--- src/rtl/dchain_dma.sv ---
module dchain_dma #(
  parameter int CNTW = 16
) (
  input  logic        clk,
  input  logic        rst_n,
  input  logic        reg_wr,
  input  logic [1:0]  reg_addr,
  input  logic [31:0] reg_wdata,
  output logic [31:0] reg_rdata,
  output logic        mem_req,
  output logic        mem_we,
  output logic [31:0] mem_addr,
  output logic [31:0] mem_wdata,
  input  logic [31:0] mem_rdata,
  output logic        busy,
  output logic        desc_done,
  output logic        irq
);
  localparam logic [1:0] A_PTR = 2'd0, A_CTRL = 2'd1, A_MODE = 2'd2;
  localparam logic [CNTW-1:0] ONE = 1;

  typedef enum logic [2:0] {S_IDLE, S_DFETCH, S_DWAIT, S_CHECK, S_XRD, S_XWR, S_NEXT} st_t;
  st_t st;

  logic [27:0]     ptr_q;
  logic [2:0]      mode_q;
  logic            en_q, done_q;
  logic [1:0]      widx;
  logic [29:0]     d_src, d_dst;
  logic [CNTW-1:0] d_words, k;
  logic [27:0]     d_next;
  logic            d_last;

  wire wr_ctrl = reg_wr && reg_addr == A_CTRL;
  wire abort_w = wr_ctrl && reg_wdata[2] && busy;
  wire off_w   = wr_ctrl && reg_wdata[3] && reg_wdata[4];
  wire start_w = wr_ctrl && !busy && reg_wdata[0] && reg_wdata[1] && !off_w;
  wire stop_here = d_last || !mode_q[0];
  wire [29:0] rd_w = mode_q[2] ? d_dst : d_src;
  wire [29:0] wr_w = mode_q[2] ? d_src : d_dst;

  assign busy      = st != S_IDLE;
  assign mem_req   = st == S_DFETCH || st == S_XRD || st == S_XWR;
  assign mem_we    = st == S_XWR;
  assign mem_wdata = mem_rdata;
  assign desc_done = st == S_NEXT;
  assign irq       = done_q && mode_q[1];

  always_comb begin
    case (st)
      S_DFETCH: mem_addr = {ptr_q, widx, 2'b00};
      S_XRD:    mem_addr = {rd_w + 30'(k), 2'b00};
      S_XWR:    mem_addr = {wr_w + 30'(k), 2'b00};
      default:  mem_addr = '0;
    endcase
    case (reg_addr)
      A_PTR:   reg_rdata = {ptr_q, 4'b0000};
      A_CTRL:  reg_rdata = {28'd0, done_q, 2'b00, en_q};
      A_MODE:  reg_rdata = {29'd0, mode_q};
      default: reg_rdata = '0;
    endcase
  end

  always_ff @(posedge clk) begin
    if (!rst_n) begin
      st <= S_IDLE; ptr_q <= '0; mode_q <= '0; en_q <= 1'b0; done_q <= 1'b0;
      widx <= '0; k <= '0; d_src <= '0; d_dst <= '0; d_words <= '0;
      d_next <= '0; d_last <= 1'b0;
    end else begin
      if (reg_wr && reg_addr == A_PTR && !busy)  ptr_q  <= reg_wdata[31:4];
      if (reg_wr && reg_addr == A_MODE && !busy) mode_q <= reg_wdata[2:0];
      if (abort_w) begin
        st <= S_IDLE; en_q <= 1'b0;
      end else if (off_w) begin
        st <= S_IDLE; en_q <= 1'b0; done_q <= 1'b0;
      end else begin
        if (wr_ctrl && reg_wdata[3]) done_q <= 1'b0;
        if (wr_ctrl && !busy) en_q <= reg_wdata[0];
        if (start_w) begin
          st <= S_DFETCH; widx <= '0; done_q <= 1'b0;
        end
        case (st)
          S_DFETCH: st <= S_DWAIT;
          S_DWAIT: begin
            case (widx)
              2'd0: d_src   <= mem_rdata[31:2];
              2'd1: d_dst   <= mem_rdata[31:2];
              2'd2: d_words <= mem_rdata[CNTW+1:2];
              default: begin d_next <= mem_rdata[31:4]; d_last <= mem_rdata[0]; end
            endcase
            widx <= widx + 2'd1;
            st <= (widx == 2'd3) ? S_CHECK : S_DFETCH;
          end
          S_CHECK: begin
            k <= '0;
            st <= (d_words == '0) ? S_NEXT : S_XRD;
          end
          S_XRD: st <= S_XWR;
          S_XWR: begin
            if (k == d_words - ONE) st <= S_NEXT;
            else begin k <= k + ONE; st <= S_XRD; end
          end
          S_NEXT: begin
            if (stop_here) begin
              st <= S_IDLE; done_q <= 1'b1;
            end else begin
              ptr_q <= d_next; widx <= '0; st <= S_DFETCH;
            end
          end
          default: ;
        endcase
      end
    end
  end

  a_r6_start_fetch: assert property (@(posedge clk) disable iff (!rst_n)
    start_w |=> (busy && mem_req && !mem_we && mem_addr == {$past(ptr_q), 4'b0000}));
  a_r9_abort_stop: assert property (@(posedge clk) disable iff (!rst_n)
    abort_w |=> (!busy && !en_q && !mem_req && !irq));
  a_r7_done_at_end: assert property (@(posedge clk) disable iff (!rst_n)
    $rose(done_q) |-> ($past(st == S_NEXT) && !busy));
  a_r11_single_pulse: assert property (@(posedge clk) disable iff (!rst_n)
    desc_done |=> !desc_done);
  a_r3_write_after_read: assert property (@(posedge clk) disable iff (!rst_n)
    mem_we |-> $past(mem_req && !mem_we));
  a_r12_ptr_locked: assert property (@(posedge clk) disable iff (!rst_n)
    (busy && st != S_NEXT) |=> ptr_q == $past(ptr_q));
endmodule

--- config.mk ---
export PLATFORM = sky130hd
export DESIGN_NAME = dchain_dma
export DESIGN_NICKNAME = d
export VERILOG_FILES = /design/src/rtl/dchain_dma.sv
export SDC_FILE = /design/constraint.sdc
export NUM_CORES = 1
export LEC_CHECK = 0
export ABC_AREA = 1
export BUFFER_PORTS_ARGS = -buffer_cell sky130_fd_sc_hd__buf_4
export CAP_MARGIN = 20
export CORE_ASPECT_RATIO = 1.1
export CORE_MARGIN = 2
export CORE_UTILIZATION = 50
export CTS_CLUSTER_SIZE = 40
export DETAILED_ROUTE_END_ITERATION = 7
export GPL_TIMING_DRIVEN = 0
export HOLD_SLACK_MARGIN = 0.02
export MAX_ROUTING_LAYER = met4
export PLACE_DENSITY_LB_ADDON = 0.12
export SLEW_MARGIN = 15
export SYNTH_ARGS = -nofsm -noshare
export SYNTH_HDL_FRONTEND = slang
export SYNTH_SLANG_ARGS = --single-unit
--- constraint.sdc ---
create_clock -name clk -period 4.29 [get_ports clk]
set_input_delay 0.2145 -clock clk [delete_from_list [all_inputs] [get_ports clk]]
set_output_delay 0.2145 -clock clk [all_outputs]
set_load 0.01 [all_outputs]
==> metrics.md, run 1 <==
| Metric | Value |
|---|---|
| Clk slew on worst S/H paths | 0.07 ns |
| TritonCTS Buffers | 17 |
| Synthesized area per cell | 6.57 sq um |
| Clk root buf | clkbuf_16 |
| Crit path DAT | 3.94 ns |
| Yosys warning count | 0 |
| Synth top area cells | dfxtp_1, nand2_1, a21oi_1 |
| Synth cell types | 47 |
| CTS tree | done |
| Area grow syn2layout | 23.0% |
| Via density per instance | 5.44 |
| Register bit total from synthesis | 159 |
| TNS Setup | 0 ns |
| Max-Cap Viols | 0 |
| Static Leakage | 0.00508 uW |
| Area of the core | 0.0190 sq mm |
| CTS Sinks | 159 |
| Filler instances | 1913 |
| Min-Delay Path Class | in -> reg |
| Pre-Repair DR Iteration Count | 5 |
| Mapped Cells | 1463 |
| WP data required | 4.08 ns |
| ANT cells | 0 |
| Met1 usage | 0.407 |
| Final #Nets | 1747 |
| Final Util | 0.623 |
| Vias in the first global route | 9718 |
| Crit-path max FO | 10 |
| DR vias | 10388 |
| Post-synth top area share | 0.331 |
| Run status | finished, final reports clean |
| Wire per inst | 17.0 microns |
| H-tree lvl count | 4 |
| Unrepaired setup endpoints after global routing | false |
| Worst-Skew Late Latency | 0.43 ns |
| Setup-failing EPs final | 0 |
| Largest net degree at the start of global routing | 17 |
| Total track usage | 0.331 |
| Clock Skews | 0.00909 ns |
| IO Count | 170 |
| Gr busiest metal | met2 |
| Fin crit share | 0.969 |
| Kind of start point of the critical path | register |
| Ys flop type | dfxtp_1 |
| Final GP Congestion | 0.962 |
| Pwr Density | 284 mW/mm^2 |
| CP Class | reg -> out |
| Cell taking the most area after synthesis | dfxtp_1 |
| Most common cell after layout, fill and taps aside | nand2_1 |
| DIE HEIGHT | 149 microns |
| Most frequent cells in the layout | nand2_1, buf_4, inv_1 |
| Starting Density | 0.507 |
| Post-Syn Area | 0.00961 sq mm |
| Initial antenna violation count | 0 |
| Post-route antenna net violation count | 0 |
| Element type at the critical path end | output pin |
| Total gr overflow | 0 |
| Ys async rst share | 0 |
| Die Area | 0.0203 sq mm |
| First-pass GRT wire length | 50400 microns |
| Slew Limit Fails | 0 |
| # rows | 53 |
| Register area share after synthesis | 0.331 |
| Fin crit period | 4.16 ns |
| DRT Wirelength | 32600 microns |
| Met3 usage | 0.0418 |
| VDD IR max | 317 uV |
| Die span in x | 136 microns |
| Met2 track demand over resource | 0.547 |
| Layout cells sized above 1 | 0.188 |
| Final hold violations | 0 |
| Slew margin rel. | 0.452 |
| Number of remaining DRC errors | 0 |
| Hpwl dp | 25600 microns |
| Post-synth EDFFs | 0 |
| Least-Margin Pin Slew | 0.822 ns |
| Port buffer count | 166 |
| Max Fclk | 240 MHz |
| Clk buf depth | 2 |
| Iter 0 DRT Violations | 622 |
[sequential cells by signal (all words and copies together), names as in the netlist]
name / count
d_words: 16
widx: 2
en_q: 1
st: 3
ptr_q: 28
k: 16
d_last: 1
done_q: 1
d_src: 30
mode_q: 3
d_dst: 30
d_next: 28
[critical path, stage by stage, from the launching register on]
cell and delay [ns]:
dfxtp_1 0.33, buf_6 0.14, nand3_4 0.10, xor2_4 0.17, buf_4 0.17, buf_4 0.18
o21ai_0 0.33, inv_1 0.10, ha_1 0.38, nand2_1 0.15, o21ai_0 0.23, a21oi_1 0.09
nand2_1 0.20, nand2_1 0.14, a21oi_1 0.22, inv_1 0.12, o21ai_1 0.14, nand3_1 0.11
nand2_1 0.10, buf_4 0.12
[layer usage]
layer | vias up | wire length (microns)
li1 | 5118 | -
met1 | 4819 | 13700
met2 | 369 | 15900
met3 | 82 | 1780
met4 | 0 | 1190
met5 | - | 0
[synthesized netlist by cell type, drive strengths merged (4+ instances only)]
cell and count:
a31oi 4, nand2 274, o22ai 7, nand4 4
o32ai 5, dfxtp 159, clkbuf 43, xor2 20
a311oi 11, nand3 114, o21bai 4, nor2 168
nor4 6, xnor2 8, a21oi 156, o21ai 166
mux2 14, a21boi 4, inv 180, buf 61
ha 27, nor3 12
[per-stage QoR]
stage               hold WS [ns]  area (sq um)  std cells  power (uW)  setup slack [ns]
floorplan                  0.357          9610       1464        1740             0.891
global placement           0.439         11200       1877        1920           0.00938
detailed placement         0.444         11200       1877        1920           0.00751
CTS                       0.0527         11800       1910        3360            0.0414
global route              0.0753         11800       1910        3470           0.00698
finish                    0.0650         11800       1910        3360             0.131
[worst paths after layout]
path                                from                     end  slack, ns  depth (start not counted)
setup / recovery      st[2]$_SDFFE_PP0P_            mem_addr[27]       0.13                         19
hold reg to reg   d_dst[18]$_SDFFE_PN0P_  d_dst[18]$_SDFFE_PN0P_       0.46                          2
hold / removal              reg_wdata[0]       en_q$_SDFFE_PP0P_       0.07                          3
setup reg to reg      st[2]$_SDFFE_PP0P_     ptr_q[3]$_SDFF_PN0_       1.74                         11
[cell families after synthesis]
family                     Yosys count  synth area share
AOI/OAI and AO/OA                  365             0.202
and+or+nand+nor                    584             0.256
adders and majority gates           28            0.0372
DFF                                159             0.331
muxes                               14            0.0164
buffers and inverters              284             0.130
xor gates and xnor gates            28            0.0263
other                                1          0.000390
[layout make-up]
type	count	area, sq um	area share
Sequential cell	159	3190	0.270
Inverter	180	676	0.0572
Multi-Input combinational cell	1021	5230	0.443
Clock inverter	10	78.8	0.00667
Tap cell	247	309	0.0262
Clock buffer	22	494	0.0418
Buffer	104	589	0.0499
Timing Repair Buffer	167	1250	0.106
[timing repair]
item | 4_1_cts | 5_1_grt
pin swaps | 0 | 0
buffers inserted | 1 | 0
resized for setup | 8 | 19
hold buffers | 0 | 0
endpoints found under the setup margin | 21 | 10
[power by group]
group / switching [uW] / internal [uW]
registers: 11.0 / 1490
clock network: 643 / 822
logic: 233 / 157
total: 887 / 2470
Note: power is estimated with default switching activity, not from simulation.
==> run 2, diff against run 1 <==
CTS_BUF_LIST = sky130_fd_sc_hd__clkbuf_16   (was unset)
==> metrics.md, run 2 (same netlist as run 1, synthesis figures left out) <==
| Metric | Value |
|---|---|
| Static Leakage | 0.00506 uW (-0.56%) |
| Total gr overflow | 0 (unchanged) |
| Hold depth | 3 (unchanged) |
| Layout cells sized above 1 | 0.185 (-0.00301) |
| CTS tree | done |
| Reg2Reg Depth | 11 (unchanged) |
| DR vias | 10427 (+0.38%) |
| Wire per inst | 17.0 microns (-0.18%) |
| Area of the core | 0.0190 sq mm (unchanged) |
| WHS | 0.0668 ns (+0.00176 ns) |
| Largest net degree at the start of global routing | 17 (unchanged) |
| Run status | finished, final reports clean |
| Top flop regs | d_dst x30, d_src x30 |
| Kind of start point of the critical path | register |
| Iter 0 DRT Violations | 672 (+8.0%) |
| Hold Path Origin | reg_wdata[0] |
| Hpwl dp | 25600 microns (unchanged) |
| Final #Nets | 1747 (unchanged) |
| Slew margin rel. | 0.457 (+0.00485) |
| DRT Wirelength | 32500 microns (-0.18%) |
| Via density per instance | 5.46 (+0.38%) |
| CTS Sinks | 159 (unchanged) |
| Port buffer count | 166 (unchanged) |
| Area grow syn2layout | 22.5% |
| Final GP Congestion | 0.962 (unchanged) |
| Crit-path max FO | 10 (unchanged) |
| Pre-Repair DR Iteration Count | 5 (unchanged) |
| Max Fclk | 239 MHz (-0.61%) |
| DIE HEIGHT | 149 microns (unchanged) |
| Fin crit share | 0.975 (+0.00595) |
| Initial antenna violation count | 0 (unchanged) |
| Starting Density | 0.507 (unchanged) |
| Hold path endpoint | en_q$_SDFFE_PP0P_ |
| Total track usage | 0.330 (-0.000884) |
| TritonCTS Buffers | 17 (unchanged) |
| IO Count | 170 (unchanged) |
| First-pass GRT wire length | 50200 microns (-0.29%) |
| Final hold violations | 0 (unchanged) |
| Clock Skews | 0.00836 ns (-0.000730 ns) |
| Post-route antenna net violation count | 0 (unchanged) |
| Most frequent cells in the layout | nand2_1, buf_4, inv_1 |
| Die Area | 0.0203 sq mm (unchanged) |
| Number of remaining DRC errors | 0 (unchanged) |
| Clk slew on worst S/H paths | 0.07 ns (about the same) |
| Worst-Skew Late Latency | 0.43 ns (about the same) |
| Slew Limit Fails | 0 (unchanged) |
| Pwr Density | 278 mW/mm^2 (-2.4%) |
| Tot Pwr | 3270 uW (-2.8%) |
| WP data required | 4.08 ns (about the same) |
| Crit path DAT | 3.97 ns (+0.03 ns) |
| VDD IR max | 313 uV (-1.2%) |
| Reg-to-reg slack, setup | 1.71 ns (-0.03 ns) |
| Setup-failing EPs final | 0 (unchanged) |
| Most common cell after layout, fill and taps aside | nand2_1 |
| ANT cells | 0 (unchanged) |
| Clk buf depth | 2 (unchanged) |
| Vias in the first global route | 9657 (-0.63%) |
| Max-Cap Viols | 0 (unchanged) |
| Fin crit period | 4.18 ns (+0.0255 ns) |
| Min-Delay Path Class | in -> reg |
| Least-Margin Pin Slew | 0.815 ns (-0.00728 ns) |
| Worst R2R Start | st[2]$_SDFFE_PP0P_ |
| CP Class | reg -> out |
| Reg2reg end | ptr_q[3]$_SDFF_PN0_ |
| Element type at the critical path end | output pin |
| Clk root buf | clkbuf_16 |
| # rows | 53 (unchanged) |
| H-tree lvl count | 4 (unchanged) |
| Die span in x | 136 microns (unchanged) |
## run 2: changes by cell type in the layout (fill, tap and decap cells not counted)
cell      change
o21ai_1       -1
clkbuf_4      +2
clkbuf_8      -5
o21ai_0       +1
buf_4         -2
clkinv_1      +5
## run 2: final cells by class
type,instances,area (sq um)
fill,1926,7200
sequential,159,3190
timing repair buffer,167,1250
tap,247,309
buffer,104,589
clock buffer,17,425
inverter,180,676
clock inverter,15,97.6
multi-input combinational,1021,5230
## run 2: metal layers
metal / up-vias / track usage / wire (microns)
li1: 5136 / - / -
met1: 4819 / 0.411 / 13700
met2: 392 / 0.543 / 15700
met3: 80 / 0.0381 / 1910
met4: 0 / 0.135 / 1200
met5: - / - / 0
## run 2: stage by stage
stage | setup WS (ns) | util | cells | area, sq um | setup TNS, ns
after floorplan | 0.891 | - | 1464 | 9610 | 0
after global placement | 0.00938 | 0.589 | 1877 | 11200 | 0
after detailed placement | 0.00751 | 0.589 | 1877 | 11200 | 0
after CTS | 0.0429 | 0.618 | 1910 | 11700 | 0
after global routing | -0.0180 | 0.620 | 1910 | 11800 | -0.0337
final | 0.106 | 0.620 | 1910 | 11800 | 0
## run 2: how the worst max path moves through the flow
stage                       start           end  depth (start not counted)
2_1_floorplan  st[2]$_SDFFE_PP0P_  mem_addr[26]                         23
3_3_place_gp   st[2]$_SDFFE_PP0P_  mem_addr[26]                         24
3_5_place_dp   st[2]$_SDFFE_PP0P_  mem_addr[28]                         26
4_1_cts        st[2]$_SDFFE_PP0P_  mem_addr[26]                         25
5_1_grt        st[2]$_SDFFE_PP0P_  mem_addr[28]                         27
6_report       st[2]$_SDFFE_PP0P_  mem_addr[27]                         19
## run 2: repair_timing
| action | in CTS | in global routing |
|---|---|---|
| buffers inserted | 1 | 0 |
| hold buffers | 0 | 0 |
| setup endpoints to repair | 21 | 10 |
| gates cloned | 0 | 0 |
| endpoints found under the hold margin | 0 | 0 |
| gates resized for setup | 8 | 16 |
## run 2: critical path: stages, from the launching register on
cell and delay, ns:
dfxtp_1 0.32, buf_6 0.14, nand3_4 0.10, xor2_4 0.17, buf_4 0.17, clkbuf_4 0.20
o21ai_0 0.34, inv_1 0.10, ha_1 0.38, nand2_1 0.15, o21ai_0 0.23, a21oi_1 0.09
nand2_1 0.20, nand2_1 0.14, a21oi_1 0.22, inv_1 0.12, o21ai_1 0.14, nand3_1 0.11
nand2_1 0.10, buf_4 0.12
## run 2: power breakdown
group	internal (uW)	total [uW]	switching, uW
sequential	1490	1510	10.9
combinational	157	389	233
clock	732	1370	639
==> run 3, diff against run 2 <==
==> constraint.sdc (replaced) <==
create_clock -name clk -period 4.29 [get_ports clk]
set_input_delay 0.6435 -clock clk [delete_from_list [all_inputs] [get_ports clk]]
set_output_delay 0.6435 -clock clk [all_outputs]
set_load 0.01 [all_outputs]
==> metrics.md, run 3 (same netlist as run 1, synthesis figures left out) <==
| Metric | Value |
|---|---|
| Met2 WL | 16200 microns (+3.1%) |
| Post-route antenna net violation count | 0 (unchanged) |
| First-pass GRT wire length | 50400 microns (+0.44%) |
| Pre-Repair DR Iteration Count | 6 (+1) |
| Placed cell count | 1877 (unchanged) |
| DIE HEIGHT | 149 microns (unchanged) |
| Top flop regs | d_dst x30, d_src x30 |
| Pwr Density | 269 mW/mm^2 (-3.1%) |
| Fin crit period | 4.22 ns (+0.0367 ns) |
| Vias in the first global route | 9680 (+0.24%) |
| Critical Path Source | st[1]$_SDFFE_PP0P_ |
| CTS Sinks | 159 (unchanged) |
| Final hold violations | 0 (unchanged) |
| Unrepaired setup endpoints after global routing | true |
| Worst R2R Start | st[2]$_SDFFE_PP0P_ |
| Most frequent cells in the layout | nand2_1, buf_4, nor2_1 |
| Met1 WL | 13900 microns (+1.7%) |
| Element type at the critical path end | output pin |
| Net Switching | 893 uW (+1.1%) |
| Final Util | 0.646 (+0.0256) |
| Via density per instance | 5.47 (+0.14%) |
| VDD IR max | 313 uV (about the same) |
| Int Power | 2400 uW (+0.86%) |
| Least-Margin Pin Slew | 0.822 ns (+0.00710 ns) |
| Max Fclk | 237 MHz (-0.87%) |
| # rows | 53 (unchanged) |
| Initial antenna violation count | 0 (unchanged) |
| Number of remaining DRC errors | 0 (unchanged) |
| CP Class | reg -> out |
| Clk slew on worst S/H paths | 0.06 ns (about the same) |
| Total track usage | 0.331 (+0.000884) |
| Hold Buf Count CTS | 0 (unchanged) |
| Clk root buf | clkbuf_16 |
| Switching Fraction | 0.271 (+0.000512) |
| Min-Delay Path Class | reg -> reg |
| Starting Density | 0.507 (unchanged) |
| Clk buf depth | 2 (unchanged) |
| Metal3 WL | 1850 microns (-3.3%) |
| Fin crit share | 0.984 (+0.00855) |
| Die Area | 0.0203 sq mm (unchanged) |
| Comb pwr share | 0.129 (+0.010) |
| Sequential share of power | 0.456 (-0.005) |
| Area of the core | 0.0190 sq mm (unchanged) |
| Crit path DAT | 3.58 ns (-0.39 ns) |
| Largest net degree at the start of global routing | 17 (unchanged) |
| Reg-to-reg slack, setup | 1.54 ns (-0.17 ns) |
| Kind of start point of the critical path | register |
| IO Count | 170 (unchanged) |
| Top Metal Used | met4 |
| Hold Path Origin | d_dst[18]$_SDFFE_PN0P_ |
| Crit-path max FO | 6 (-4) |
| DR vias | 10518 (+0.87%) |
| Filler instances | 1875 (-2.6%) |
| Cell Count, Final, Fillers Out | 1924 (+0.73%) |
| Die span in x | 136 microns (unchanged) |
| Final #Nets | 1761 (+0.80%) |
| DRT Wirelength | 33100 microns (+1.9%) |
| Run status | finished, final reports clean |
| Hpwl dp | 25600 microns (unchanged) |
| WP data required | 3.65 ns (-0.43 ns) |
| Wire per inst | 17.2 microns (+1.2%) |
| Layout cells sized above 1 | 0.221 (+0.0360) |
| Iter 0 DRT Violations | 727 (+8.2%) |
| Slew margin rel. | 0.452 (-0.00473) |
| Max-Cap Viols | 0 (unchanged) |
| Setup-failing EPs final | 0 (unchanged) |
| Worst-Skew Late Latency | 0.43 ns (about the same) |
| Slew Limit Fails | 0 (unchanged) |
| H-tree lvl count | 4 (unchanged) |
| TritonCTS Buffers | 17 (unchanged) |
| Static Leakage | 0.00521 uW (+3.0%) |
| Cell Area, Placed | 0.0112 sq mm (unchanged) |
| Clock share of power | 0.415 (-0.005) |
| Clock Skews | 0.00987 ns (+0.00150 ns) |
| Area grow syn2layout | 27.5% |
| Most common cell after layout, fill and taps aside | nand2_1 |
| Total gr overflow | 0 (unchanged) |
| CTS tree | done |
| Port buffer count | 166 (unchanged) |
| Tot Pwr | 3300 uW (+0.93%) |
| ANT cells | 0 (unchanged) |
| Design area | 0.0123 sq mm (+4.1%) |
| Final GP Congestion | 0.962 (unchanged) |
## run 3: area by class of cell
cell class,instances,area (sq um),area share
flip-flops and latches,159,3190,0.261
plain buffers,104,616,0.0502
repair buffers,181,1410,0.115
clock inverters,15,97.6,0.00796
well taps,247,309,0.0252
clock buffers,17,425,0.0347
inverters,180,678,0.0553
multi-input cells,1021,5520,0.451
## run 3: timing repair
item                                    4_1_cts  5_1_grt
gates cloned                                  0        3
pin swaps                                     3       12
buffers inserted                              2       10
endpoints found under the setup margin       26       15
gates resized for setup                      40       77
## run 3: power by group through the flow
stage	logic, uW	clock network, uW	registers [uW]
after floorplan	201	0	1530
after global placement	378	0	1540
after detailed placement	380	0	1540
after CTS	389	1370	1510
after global routing	456	1450	1510
final	424	1370	1500
## run 3: worst paths after layout
kind / endpoint / cells past startpoint
setup / recovery: mem_addr[29] / 18
hold / removal: d_dst[18]$_SDFFE_PN0P_ / 2
setup reg to reg: ptr_q[3]$_SDFF_PN0_ / 12
hold reg to reg: d_dst[18]$_SDFFE_PN0P_ / 2
## run 3: stage by stage
| stage | setup TNS [ns] | hold WS (ns) | worst slack, ns |
|---|---|---|---|
| after global placement | -4.05 | 0.439 | -0.420 |
| after CTS | -0.00377 | 0.453 | -0.00377 |
| after detailed placement | -4.42 | 0.444 | -0.421 |
| after global routing | -0.250 | 0.476 | -0.0601 |
| after floorplan | 0 | 0.425 | 0.462 |
| final | 0 | 0.454 | 0.0692 |
## run 3: per-layer routing
layer | global-route usage | vias up
li1 | - | 5163
met1 | 0.412 | 4888
met2 | 0.548 | 388
met3 | 0.0370 | 79
met4 | 0.131 | 0
met5 | - | -
## run 3: critical path, cell delays in order, from the launching register on
cell       delay, ns
dfxtp_4         0.35
inv_4           0.07
nand3_4         0.09
xor2_4          0.20
buf_8           0.15
clkbuf_16       0.15
o21ai_0         0.25
inv_1           0.10
ha_1            0.36
a21oi_2         0.26
o21ai_0         0.13
a21oi_1         0.16
nand2_2         0.11
nand2_1         0.13
nand2_1         0.13
nand3_1         0.11
nand2_1         0.05
o21ai_1         0.17
buf_4           0.15
